## src/rtl/rxwb_pkg.sv

```systemverilog
package rxwb_pkg;
    localparam int WORD_W    = 32;
    localparam int LEN_W     = 16;
    localparam int STA_W     = 16;

    localparam int STA_INTR   = 0;
    localparam int STA_PTLE   = 3;
    localparam int STA_GOOD   = 4;
    localparam int STA_EARLY  = 9;
    localparam int STA_NODESC = 10;

    localparam logic [1:0] OWN_ENGINE = 2'b10;
    localparam logic [1:0] OWN_CPU    = 2'b00;

    localparam logic [WORD_W-1:0] OFS_BUF  = 32'd4;
    localparam logic [WORD_W-1:0] OFS_NEXT = 32'd12;

    typedef enum logic [2:0] {
        ST_IDLE,
        ST_GET_STAT,
        ST_GET_BUF,
        ST_GET_NEXT,
        ST_RECV,
        ST_PUT_STAT,
        ST_NODESC
    } wb_state_t;

    typedef struct packed {
        logic [WORD_W-1:0] buf_addr;
        logic [WORD_W-1:0] next_addr;
    } desc_ctx_t;

    function automatic logic [WORD_W-1:0] wb_word(input logic [LEN_W-1:0] len,
                                                  input logic long_f,
                                                  input logic intr_f);
        logic [WORD_W-1:0] w;
        w          = '0;
        w[31:30]   = OWN_CPU;
        w[20]      = 1'b1;
        w[19]      = long_f;
        w[16]      = intr_f;
        w[LEN_W-1:0] = len;
        return w;
    endfunction
endpackage

```

## src/rtl/rxwb_packer.sv

```systemverilog
module rxwb_packer
    import rxwb_pkg::*;
#(
    parameter int MAX_FRAME = 1518
) (
    input  logic              clk,
    input  logic              rst,
    input  logic              take,
    input  logic [7:0]        byte_in,
    input  logic              last_in,
    input  logic              flush,
    output logic [WORD_W-1:0] word_o,
    output logic              pend_o,
    output logic              plast_o,
    output logic [LEN_W-1:0]  count_o,
    output logic              over_o
);
    localparam int LANES  = WORD_W / 8;
    localparam int LANE_W = $clog2(LANES);

    logic [LANE_W-1:0] lane_q;
    logic [WORD_W-1:0] word_q;
    logic              pend_q;
    logic              plast_q;
    logic [LEN_W-1:0]  count_q;

    always_ff @(posedge clk) begin
        if (rst) begin
            lane_q  <= '0;
            word_q  <= '0;
            pend_q  <= 1'b0;
            plast_q <= 1'b0;
            count_q <= '0;
        end else if (flush) begin
            lane_q  <= '0;
            word_q  <= '0;
            pend_q  <= 1'b0;
            plast_q <= 1'b0;
            if (plast_q) count_q <= '0;
        end else if (take) begin
            word_q[{lane_q, 3'b000} +: 8] <= byte_in;
            lane_q  <= lane_q + 1'b1;
            if (count_q != '1) count_q <= count_q + 1'b1;
            if (lane_q == LANE_W'(LANES - 1) || last_in) pend_q <= 1'b1;
            plast_q <= last_in;
        end
    end

    assign word_o  = word_q;
    assign pend_o  = pend_q;
    assign plast_o = plast_q;
    assign count_o = count_q;
    assign over_o  = (32'(count_q) > MAX_FRAME);
endmodule

```

## src/rtl/rxwb_status.sv

```systemverilog
module rxwb_status
    import rxwb_pkg::*;
(
    input  logic             clk,
    input  logic             rst,
    input  logic [STA_W-1:0] set_i,
    input  logic [STA_W-1:0] clr_i,
    input  logic [STA_W-1:0] en_i,
    output logic [STA_W-1:0] sta_o,
    output logic             irq_o
);
    logic [STA_W-1:0] sta_q;

    always_ff @(posedge clk) begin
        if (rst) sta_q <= '0;
        else     sta_q <= (sta_q & ~clr_i) | set_i;
    end

    assign sta_o = sta_q;
    assign irq_o = |(sta_q & en_i);
endmodule

```

## src/rtl/rxwb_engine.sv

```systemverilog
module rxwb_engine
    import rxwb_pkg::*;
#(
    parameter int MAX_FRAME = 1518
) (
    input  logic              clk,
    input  logic              rst,
    input  logic [WORD_W-1:0] cfg_list_base,
    input  logic              cfg_rx_en,
    input  logic              cfg_long_ok,
    input  logic              rx_poll,
    input  logic [STA_W-1:0]  irq_en,
    input  logic [STA_W-1:0]  sta_clr,
    input  logic              rx_valid,
    input  logic [7:0]        rx_data,
    input  logic              rx_last,
    output logic              rx_ready,
    output logic              mem_req,
    output logic              mem_we,
    output logic [WORD_W-1:0] mem_addr,
    output logic [WORD_W-1:0] mem_wdata,
    input  logic              mem_ready,
    input  logic [WORD_W-1:0] mem_rdata,
    output logic [WORD_W-1:0] cur_desc,
    output logic [STA_W-1:0]  rx_status,
    output logic              rx_irq
);
    wb_state_t         st_q;
    desc_ctx_t         ctx_q;
    logic [WORD_W-1:0] cur_q;
    logic [WORD_W-1:0] off_q;
    logic [LEN_W-1:0]  len_q;
    logic              ptle_q;
    logic              started_q;
    logic              drop_q;
    logic              mid_q;
    logic              poll_q;

    logic [WORD_W-1:0] pk_word;
    logic              pk_pend;
    logic              pk_plast;
    logic [LEN_W-1:0]  pk_count;
    logic              pk_over;
    logic              pk_take;
    logic              pk_flush;
    logic              drop_now;
    logic              take;
    logic [STA_W-1:0]  sta_set;

    assign rx_ready = ((st_q == ST_RECV) && !pk_pend) || (st_q == ST_NODESC);
    assign take     = rx_valid && rx_ready;
    assign pk_take  = take && (st_q == ST_RECV);
    assign drop_now = drop_q || (pk_over && !cfg_long_ok);
    assign pk_flush = (st_q == ST_RECV) && pk_pend && (drop_now || mem_ready);

    rxwb_packer #(.MAX_FRAME(MAX_FRAME)) u_pack (
        .clk     (clk),
        .rst     (rst),
        .take    (pk_take),
        .byte_in (rx_data),
        .last_in (rx_last),
        .flush   (pk_flush),
        .word_o  (pk_word),
        .pend_o  (pk_pend),
        .plast_o (pk_plast),
        .count_o (pk_count),
        .over_o  (pk_over)
    );

    always_comb begin
        mem_req   = 1'b0;
        mem_we    = 1'b0;
        mem_addr  = cur_q;
        mem_wdata = '0;
        unique case (st_q)
            ST_GET_STAT: mem_req = 1'b1;
            ST_GET_BUF: begin
                mem_req  = 1'b1;
                mem_addr = cur_q + OFS_BUF;
            end
            ST_GET_NEXT: begin
                mem_req  = 1'b1;
                mem_addr = cur_q + OFS_NEXT;
            end
            ST_RECV: begin
                mem_req   = pk_pend && !drop_now;
                mem_we    = 1'b1;
                mem_addr  = ctx_q.buf_addr + off_q;
                mem_wdata = pk_word;
            end
            ST_PUT_STAT: begin
                mem_req   = 1'b1;
                mem_we    = 1'b1;
                mem_wdata = wb_word(len_q, ptle_q, irq_en[STA_INTR]);
            end
            default: ;
        endcase
    end

    always_comb begin
        sta_set = '0;
        if (st_q == ST_GET_STAT && mem_ready && mem_rdata[31:30] != OWN_ENGINE) begin
            sta_set[STA_NODESC] = 1'b1;
            sta_set[STA_INTR]   = 1'b1;
        end
        if (pk_take && pk_count == '0) sta_set[STA_EARLY] = 1'b1;
        if (st_q == ST_PUT_STAT && mem_ready) begin
            sta_set[STA_GOOD] = 1'b1;
            sta_set[STA_INTR] = 1'b1;
            sta_set[STA_PTLE] = ptle_q;
        end
    end

    rxwb_status u_sta (
        .clk   (clk),
        .rst   (rst),
        .set_i (sta_set),
        .clr_i (sta_clr),
        .en_i  (irq_en),
        .sta_o (rx_status),
        .irq_o (rx_irq)
    );

    always_ff @(posedge clk) begin
        if (rst) begin
            st_q      <= ST_IDLE;
            ctx_q     <= '0;
            cur_q     <= '0;
            off_q     <= '0;
            len_q     <= '0;
            ptle_q    <= 1'b0;
            started_q <= 1'b0;
            drop_q    <= 1'b0;
            mid_q     <= 1'b0;
            poll_q    <= 1'b0;
        end else begin
            unique case (st_q)
                ST_IDLE: begin
                    if (cfg_rx_en) begin
                        if (!started_q) cur_q <= cfg_list_base;
                        started_q <= 1'b1;
                        st_q      <= ST_GET_STAT;
                    end
                end
                ST_GET_STAT: begin
                    if (mem_ready) begin
                        if (mem_rdata[31:30] == OWN_ENGINE) begin
                            st_q <= ST_GET_BUF;
                        end else begin
                            st_q   <= ST_NODESC;
                            poll_q <= 1'b0;
                            mid_q  <= 1'b0;
                        end
                    end
                end
                ST_GET_BUF: begin
                    if (mem_ready) begin
                        ctx_q.buf_addr <= mem_rdata;
                        st_q           <= ST_GET_NEXT;
                    end
                end
                ST_GET_NEXT: begin
                    if (mem_ready) begin
                        ctx_q.next_addr <= mem_rdata;
                        off_q           <= '0;
                        drop_q          <= 1'b0;
                        st_q            <= ST_RECV;
                    end
                end
                ST_RECV: begin
                    if (pk_flush) begin
                        if (drop_now) drop_q <= 1'b1;
                        else          off_q  <= off_q + OFS_BUF;
                        if (pk_plast) begin
                            if (drop_now) begin
                                drop_q <= 1'b0;
                                off_q  <= '0;
                            end else begin
                                len_q  <= pk_count;
                                ptle_q <= pk_over;
                                st_q   <= ST_PUT_STAT;
                            end
                        end
                    end
                end
                ST_PUT_STAT: begin
                    if (mem_ready) begin
                        cur_q <= ctx_q.next_addr;
                        st_q  <= ST_IDLE;
                    end
                end
                ST_NODESC: begin
                    if (rx_poll) poll_q <= 1'b1;
                    if (take) mid_q <= !rx_last;
                    if (poll_q && !mid_q && !take) st_q <= ST_IDLE;
                end
                default: st_q <= ST_IDLE;
            endcase
        end
    end

    assign cur_desc = cur_q;
endmodule

```

## config.mk

```make
export PLATFORM = sky130hd
export DESIGN_NAME = rxwb_engine
export DESIGN_NICKNAME = d
export VERILOG_FILES = /design/src/rtl/rxwb_pkg.sv /design/src/rtl/rxwb_packer.sv /design/src/rtl/rxwb_status.sv /design/src/rtl/rxwb_engine.sv
export SDC_FILE = /design/constraint.sdc
export NUM_CORES = 1
export LEC_CHECK = 0
export ABC_AREA = 1
export BUFFER_PORTS_ARGS = -buffer_cell sky130_fd_sc_hd__buf_2
export CORE_ASPECT_RATIO = 1.75
export CORE_UTILIZATION = 50
export DETAILED_ROUTE_END_ITERATION = 10
export HOLD_SLACK_MARGIN = 0.15
export PLACE_DENSITY_LB_ADDON = 0.3
export SKIP_CTS_REPAIR_TIMING = 1
export SLEW_MARGIN = 20
export SYNTH_ARGS = -nofsm -noshare
export SYNTH_HDL_FRONTEND = slang
export SYNTH_SLANG_ARGS = --single-unit
```

## constraint.sdc

```tcl
create_clock -name clk -period 4.4 [get_ports clk]
set_input_delay 0.88 -clock clk [delete_from_list [all_inputs] [get_ports clk]]
set_output_delay 0.88 -clock clk [all_outputs]
set_load 0.005 [all_outputs]
```

==> results.toml, run 1 <==
[timing]
fmax_mhz = 239
finClkSkew_ns = 0.0118
setup_violations = 0
maxSlewViolCount = 0
slew-limit-headroom = 0.241
worstMarginPinSlew_ns = 1.14
finalHoldViolations = 0
tns_ns = 0
hold_ws_ns = 0.457
fin_crit_sh = 0.951
fin_crit_ns = 4.18
fin_ws_ns = 0.218

[yosys]
ys_top_cells_by_area = "dfxtp_1 34%, nand2_1 12%, o21ai_0 8.3%"
yosysTopAreaCell = "dfxtp_1"
synth_warnings = 0
ys_seq_area_frac = 0.340
synth_area_per_cell_um2 = 6.51
synth_cell_types = 53
synth_area_um2 = 12800
ys_ff_latch = 218
synth_fp_nets = 2128
synth.top_cell.area_share = 0.340
synthCells = 1974
synth_edf_count = 0
synth_flop_cell = "dfxtp_1"
async_reset_ff_frac = 0

[floorplan]
die_y_um = 214
die-area_um2 = 26400
core_um2 = 25200
io_pins = 228
num_rows = 77
die_w_um = 123
start_util = 0.509

[final_layout]
nets = 2301
final_util = 0.591
fill_cells = 2472
seq_area_um2 = 4370
design_area_um2 = 14900
multi_input_area_um2 = 7450
diodes = 0
drive_gt1_frac = 0.151
syn_to_final_growth_pct = 16.2

[pwr]
power.static_leakage_nw = 6.47
vdd_ir_drop_max_mv = 0.279
pwr_density_cell_nw_per_um2 = 441

[global_routing]
grt_pass1_vias = 14000
antenna_found_initial = 0
grt_max_degree = 67
grt_pass1_wl_mm = 69.0
grt_usage = 0.334
grt-ovfl-total = 0

[clock_network]
insertion_delay_ns = 0.52
h-tree-depth = 1
clock-root-buffer = "clkbuf_16"
clk_pin_slew_worst_paths_ns = 0.06
cts_tree = "built"
clock_tree.buffer_depth = 3
numClockSinks = 218
numCtsBuffers = 22

[routing]
drt_first_pass_iters = 6
wirelength_mm = 44.4
dr_total_vias = 14400
routed_via_density = 5.82
wl_per_cell_um = 17.9
drc = 0
ant_nets = 0
drt_iter0_markers = 1053

[setup_path]
end_kind = "primary output"
cp_max_fo = 8
ff2ff_setup_slack_ns = 1.38
cp-start-kind = "register"
crit_type = "register to primary output"
required_ns = 3.52
arrival_ns = 3.30

[worst_hold_path]
hold_path_class = "register to register"

[place]
pre_cts_ws_ns = 0.744
io_buffers = 227
dpl_cell_area_um2 = 14100
dpl.hpwl_mm = 32.9
place.gp.congestion = 0.981

[flow_run]
max-cap-violations = 0

[status]
status = "finished, final reports clean"
cell usage in the layout (no fill, tap or decap), types with 8 or more instances in the layout:
master,count
nand2_1,410
buf_2,227
ha_1,41
xor2_1,20
clkbuf_16,23
nor2_1,280
a21oi_1,137
nor2_2,9
inv_1,168
a211oi_1,8
nand3_1,133
dfxtp_1,216
o21ai_0,212
nand4_1,46
buf_4,12
nor3_1,30
inv_2,12
o211ai_1,13
a31oi_1,45
a22o_1,20
flip-flops by register name, indices dropped and copies added, names as in the netlist:
register        cells
st_q                3
u_sta.sta_o        16
u_pack.lane_q       2
drop_q              1
started_q           1
ptle_q              1
len_q              16
off_q              30
poll_q              1
u_pack.word_o      32
u_pack.pend_o       1
u_pack.count_o     16
cur_desc           32
u_pack.plast_o      1
ctx_q              64
mid_q               1
per-stage QoR:
stage                     cells  total power, mW
after floorplan            1974             3.73
after global placement     2439             4.45
after detailed placement   2439             4.48
after CTS                  2478             6.53
after global routing       2478             6.92
final                      2478             6.57
critical path, stage by stage, from the launching register on:
cell     delay, ns
dfxtp_1       0.32
inv_2         0.14
nand2_1       0.13
nor2_4        0.16
inv_1         0.08
fa_1          0.41
nor2_1        0.16
nand2_1       0.12
nor2_1        0.14
nand4_1       0.33
nor4_2        0.32
nand3_1       0.13
o21ai_0       0.16
nand2_1       0.07
buf_2         0.12
synth_stat cells (all sizes together), types with 2 or more instances:
master,instances
o21ai,220
clkbuf,63
a211oi,9
a22o,20
buf,28
or2,7
dfxtp,218
nand2,418
o21a,2
a221oi,3
a21boi,2
o211ai,13
o31ai,4
xnor2,6
nor2,291
clkinv,2
a21oi,138
a21o,5
o22ai,7
ha,41
a31oi,45
nand3,136
xor2,20
inv,180
nor3,33
nor4,8
nand4,46
where the power goes:
group          total, mW  switching, mW  internal (mW)
Combinational       2.04           1.37          0.672
Sequential          2.48          0.263           2.21
Clock               2.06          0.814           1.24
Total               6.57           2.45           4.13
cell type report:
cell class	instances	area share
well taps	316	0.0265
clock buffers	32	0.0428
repair buffers	240	0.0835
flip-flops and latches	218	0.293
inverters	182	0.0459
multi-input cells	1483	0.499
clock inverters	7	0.00922
cell families (layout without fill, tap and decap cells):
group | after synthesis | count (layout) | share of synthesized area
AO/OA/AOI/OAI | 472 | 472 | 0.207
other | 1 | 1 | 0.000292
buffers and inverters | 273 | 461 | 0.0833
AND/OR/NAND/NOR | 942 | 942 | 0.311
flip-flops | 218 | 218 | 0.340
XOR/XNOR | 26 | 26 | 0.0177
adder cells (fa/ha/maj) | 42 | 42 | 0.0415
worst paths after layout:
path | startpoint | end | cells after the start
worst min register to register | u_sta.sta_o[11] | u_sta.sta_o[11] | 2
worst max-delay path | st_q[2] | mem_addr[30] | 14
worst max register to register | u_pack.count_o[6] | off_q[29] | 16
worst min-delay path | u_sta.sta_o[11] | u_sta.sta_o[11] | 2
routing by layer:
metal / track usage / routed length, um / vias up
li1: - / - / 6958
met1: 0.336 / 15600 / 6599
met2: 0.607 / 22800 / 659
met3: 0.0535 / 3060 / 194
met4: 0.230 / 3000 / 0
met5: 0 / 0 / -
(Power assumes the default switching activity.)
==> run 2: changes to the inputs <==
PLACE_DENSITY_LB_ADDON = 0.25   (was 0.3)
==> results.toml, run 2 (synthesis results as in run 1) <==
[clock_network]
clock_tree.buffer_depth = 3
clock-root-buffer = "clkbuf_16"
cts_tree = "built"
h-tree-depth = 1
numCtsBuffers = 22
numClockSinks = 218
insertion_delay_ns = 0.54
clk_pin_slew_worst_paths_ns = 0.06

[place]
dpl.hpwl_mm = 33.4
pre_cts_ws_ns = 0.735
io_buffers = 227
place.gp.congestion = 1.02
place_inst = 2441

[setup_path]
ff2ff_setup_slack_ns = 1.27
cp-start-kind = "register"
arrival_ns = 3.35
cp_max_fo = 8
r2r-end = "off_q[19]"
reg2reg_depth = 15
r2r_start = "u_pack.count_o[9]"
crit_type = "register to primary output"
end_kind = "primary output"
required_ns = 3.52

[final_layout]
syn_to_final_growth_pct = 16.3
top_register = "ctx_q"
largest_reg_flops = 64
final_cells = 2484
multi_input_area_um2 = 7440
seq_area_um2 = 4370
drive_gt1_frac = 0.152
nets = 2305
most-common-layout-cells = "409 x nand2_1, 280 x nor2_1, 227 x buf_2"
fill_cells = 2510
mostFrequentLayoutCell = "nand2_1"

[global_routing]
antenna_found_initial = 2
grt_max_degree = 67
grt_pass1_wl_mm = 69.7
grt-ovfl-total = 0
grt_pass1_vias = 13800
grt_usage = 0.337

[routing]
drt_iter0_markers = 1047
ant_nets = 0
wl_per_cell_um = 17.9
dr_total_vias = 14400
wirelength_mm = 44.5
drc = 0
drt_first_pass_iters = 5
routed_via_density = 5.79

[worst_hold_path]
hold_path_class = "register to register"
min_to = "u_sta.sta_o[15]"
worstHoldStart = "u_sta.sta_o[15]"
hold_path_depth = 2

[pwr]
power.static_leakage_nw = 6.48
vdd_ir_drop_max_mv = 0.307
pwr_density_cell_nw_per_um2 = 440

[floorplan]
die_y_um = 214
num_rows = 77
die_w_um = 123
start_util = 0.509
io_pins = 228
core_um2 = 25200
die-area_um2 = 26400

[timing]
finClkSkew_ns = 0.0206
fin_crit_ns = 4.23
finalHoldViolations = 0
worstMarginPinSlew_ns = 1.10
fin_crit_sh = 0.962
rsz0062_at_grt = "true"
setup_violations = 0
fmax_mhz = 236
slew-limit-headroom = 0.266
fin_ws_ns = 0.168
maxSlewViolCount = 0

[status]
status = "finished, final reports clean"

[flow_run]
max-cap-violations = 0
run 2: worst max path at each step:
stage             from           end  slack, ns  cells after the start
2_1_floorplan  st_q[2]  mem_addr[30]       0.72                     15
3_3_place_gp   st_q[2]  mem_addr[28]       0.83                     17
3_5_place_dp   st_q[0]  mem_addr[28]       0.74                     16
4_1_cts        st_q[0]  mem_addr[28]       0.13                     16
5_1_grt        st_q[2]  mem_addr[30]      -0.02                     14
6_report       st_q[2]  mem_addr[29]       0.17                     15
run 2: area by class of cell:
| type | count | area share |
|---|---|---|
| clock buffers | 32 | 0.0427 |
| clock inverters | 8 | 0.0101 |
| inverters | 182 | 0.0458 |
| flip-flops and latches | 218 | 0.292 |
| diodes | 1 | 0.000168 |
| multi-input cells | 1483 | 0.498 |
| repair buffers | 244 | 0.0846 |
| well taps | 316 | 0.0265 |
run 2: metrics by stage:
stage,hold slack (ns),setup TNS (ns),utilization,instance area [um^2],power [mW]
6_report,0.455,0,0.592,14900,6.57
5_1_grt,0.466,-0.0351,0.592,14900,6.94
4_1_cts,0.455,0,0.590,14900,6.56
3_5_place_dp,0.445,0,0.559,14100,4.48
3_3_place_gp,0.444,0,0.559,14100,4.46
2_1_floorplan,0.429,0,-,12800,3.73
run 2: critical path, cell delays in order, from the launching register on:
cell,delay [ns]
dfxtp_1,0.35
inv_2,0.09
nand2_1,0.15
nor2_4,0.07
ha_1,0.28
nand3_1,0.08
nand2_1,0.11
nand2_1,0.11
nor4_1,0.55
nand3_1,0.19
nor2_1,0.27
nand3_1,0.12
o21ai_0,0.09
o21ai_0,0.10
o21ai_0,0.10
buf_2,0.15
run 2: where the power goes:
| part | internal (mW) | switching, mW |
|---|---|---|
| registers | 2.21 | 0.265 |
| clock network | 1.24 | 0.826 |
| logic | 0.672 | 1.35 |
run 2: metal layers:
metal | wire length (um) | up-vias | global-route usage
met2 | 23000 | 600 | 0.620
met3 | 2940 | 159 | 0.0553
met1 | 15800 | 6638 | 0.344
met4 | 2740 | 0 | 0.206
met5 | 0 | - | 0
li1 | - | 6975 | -
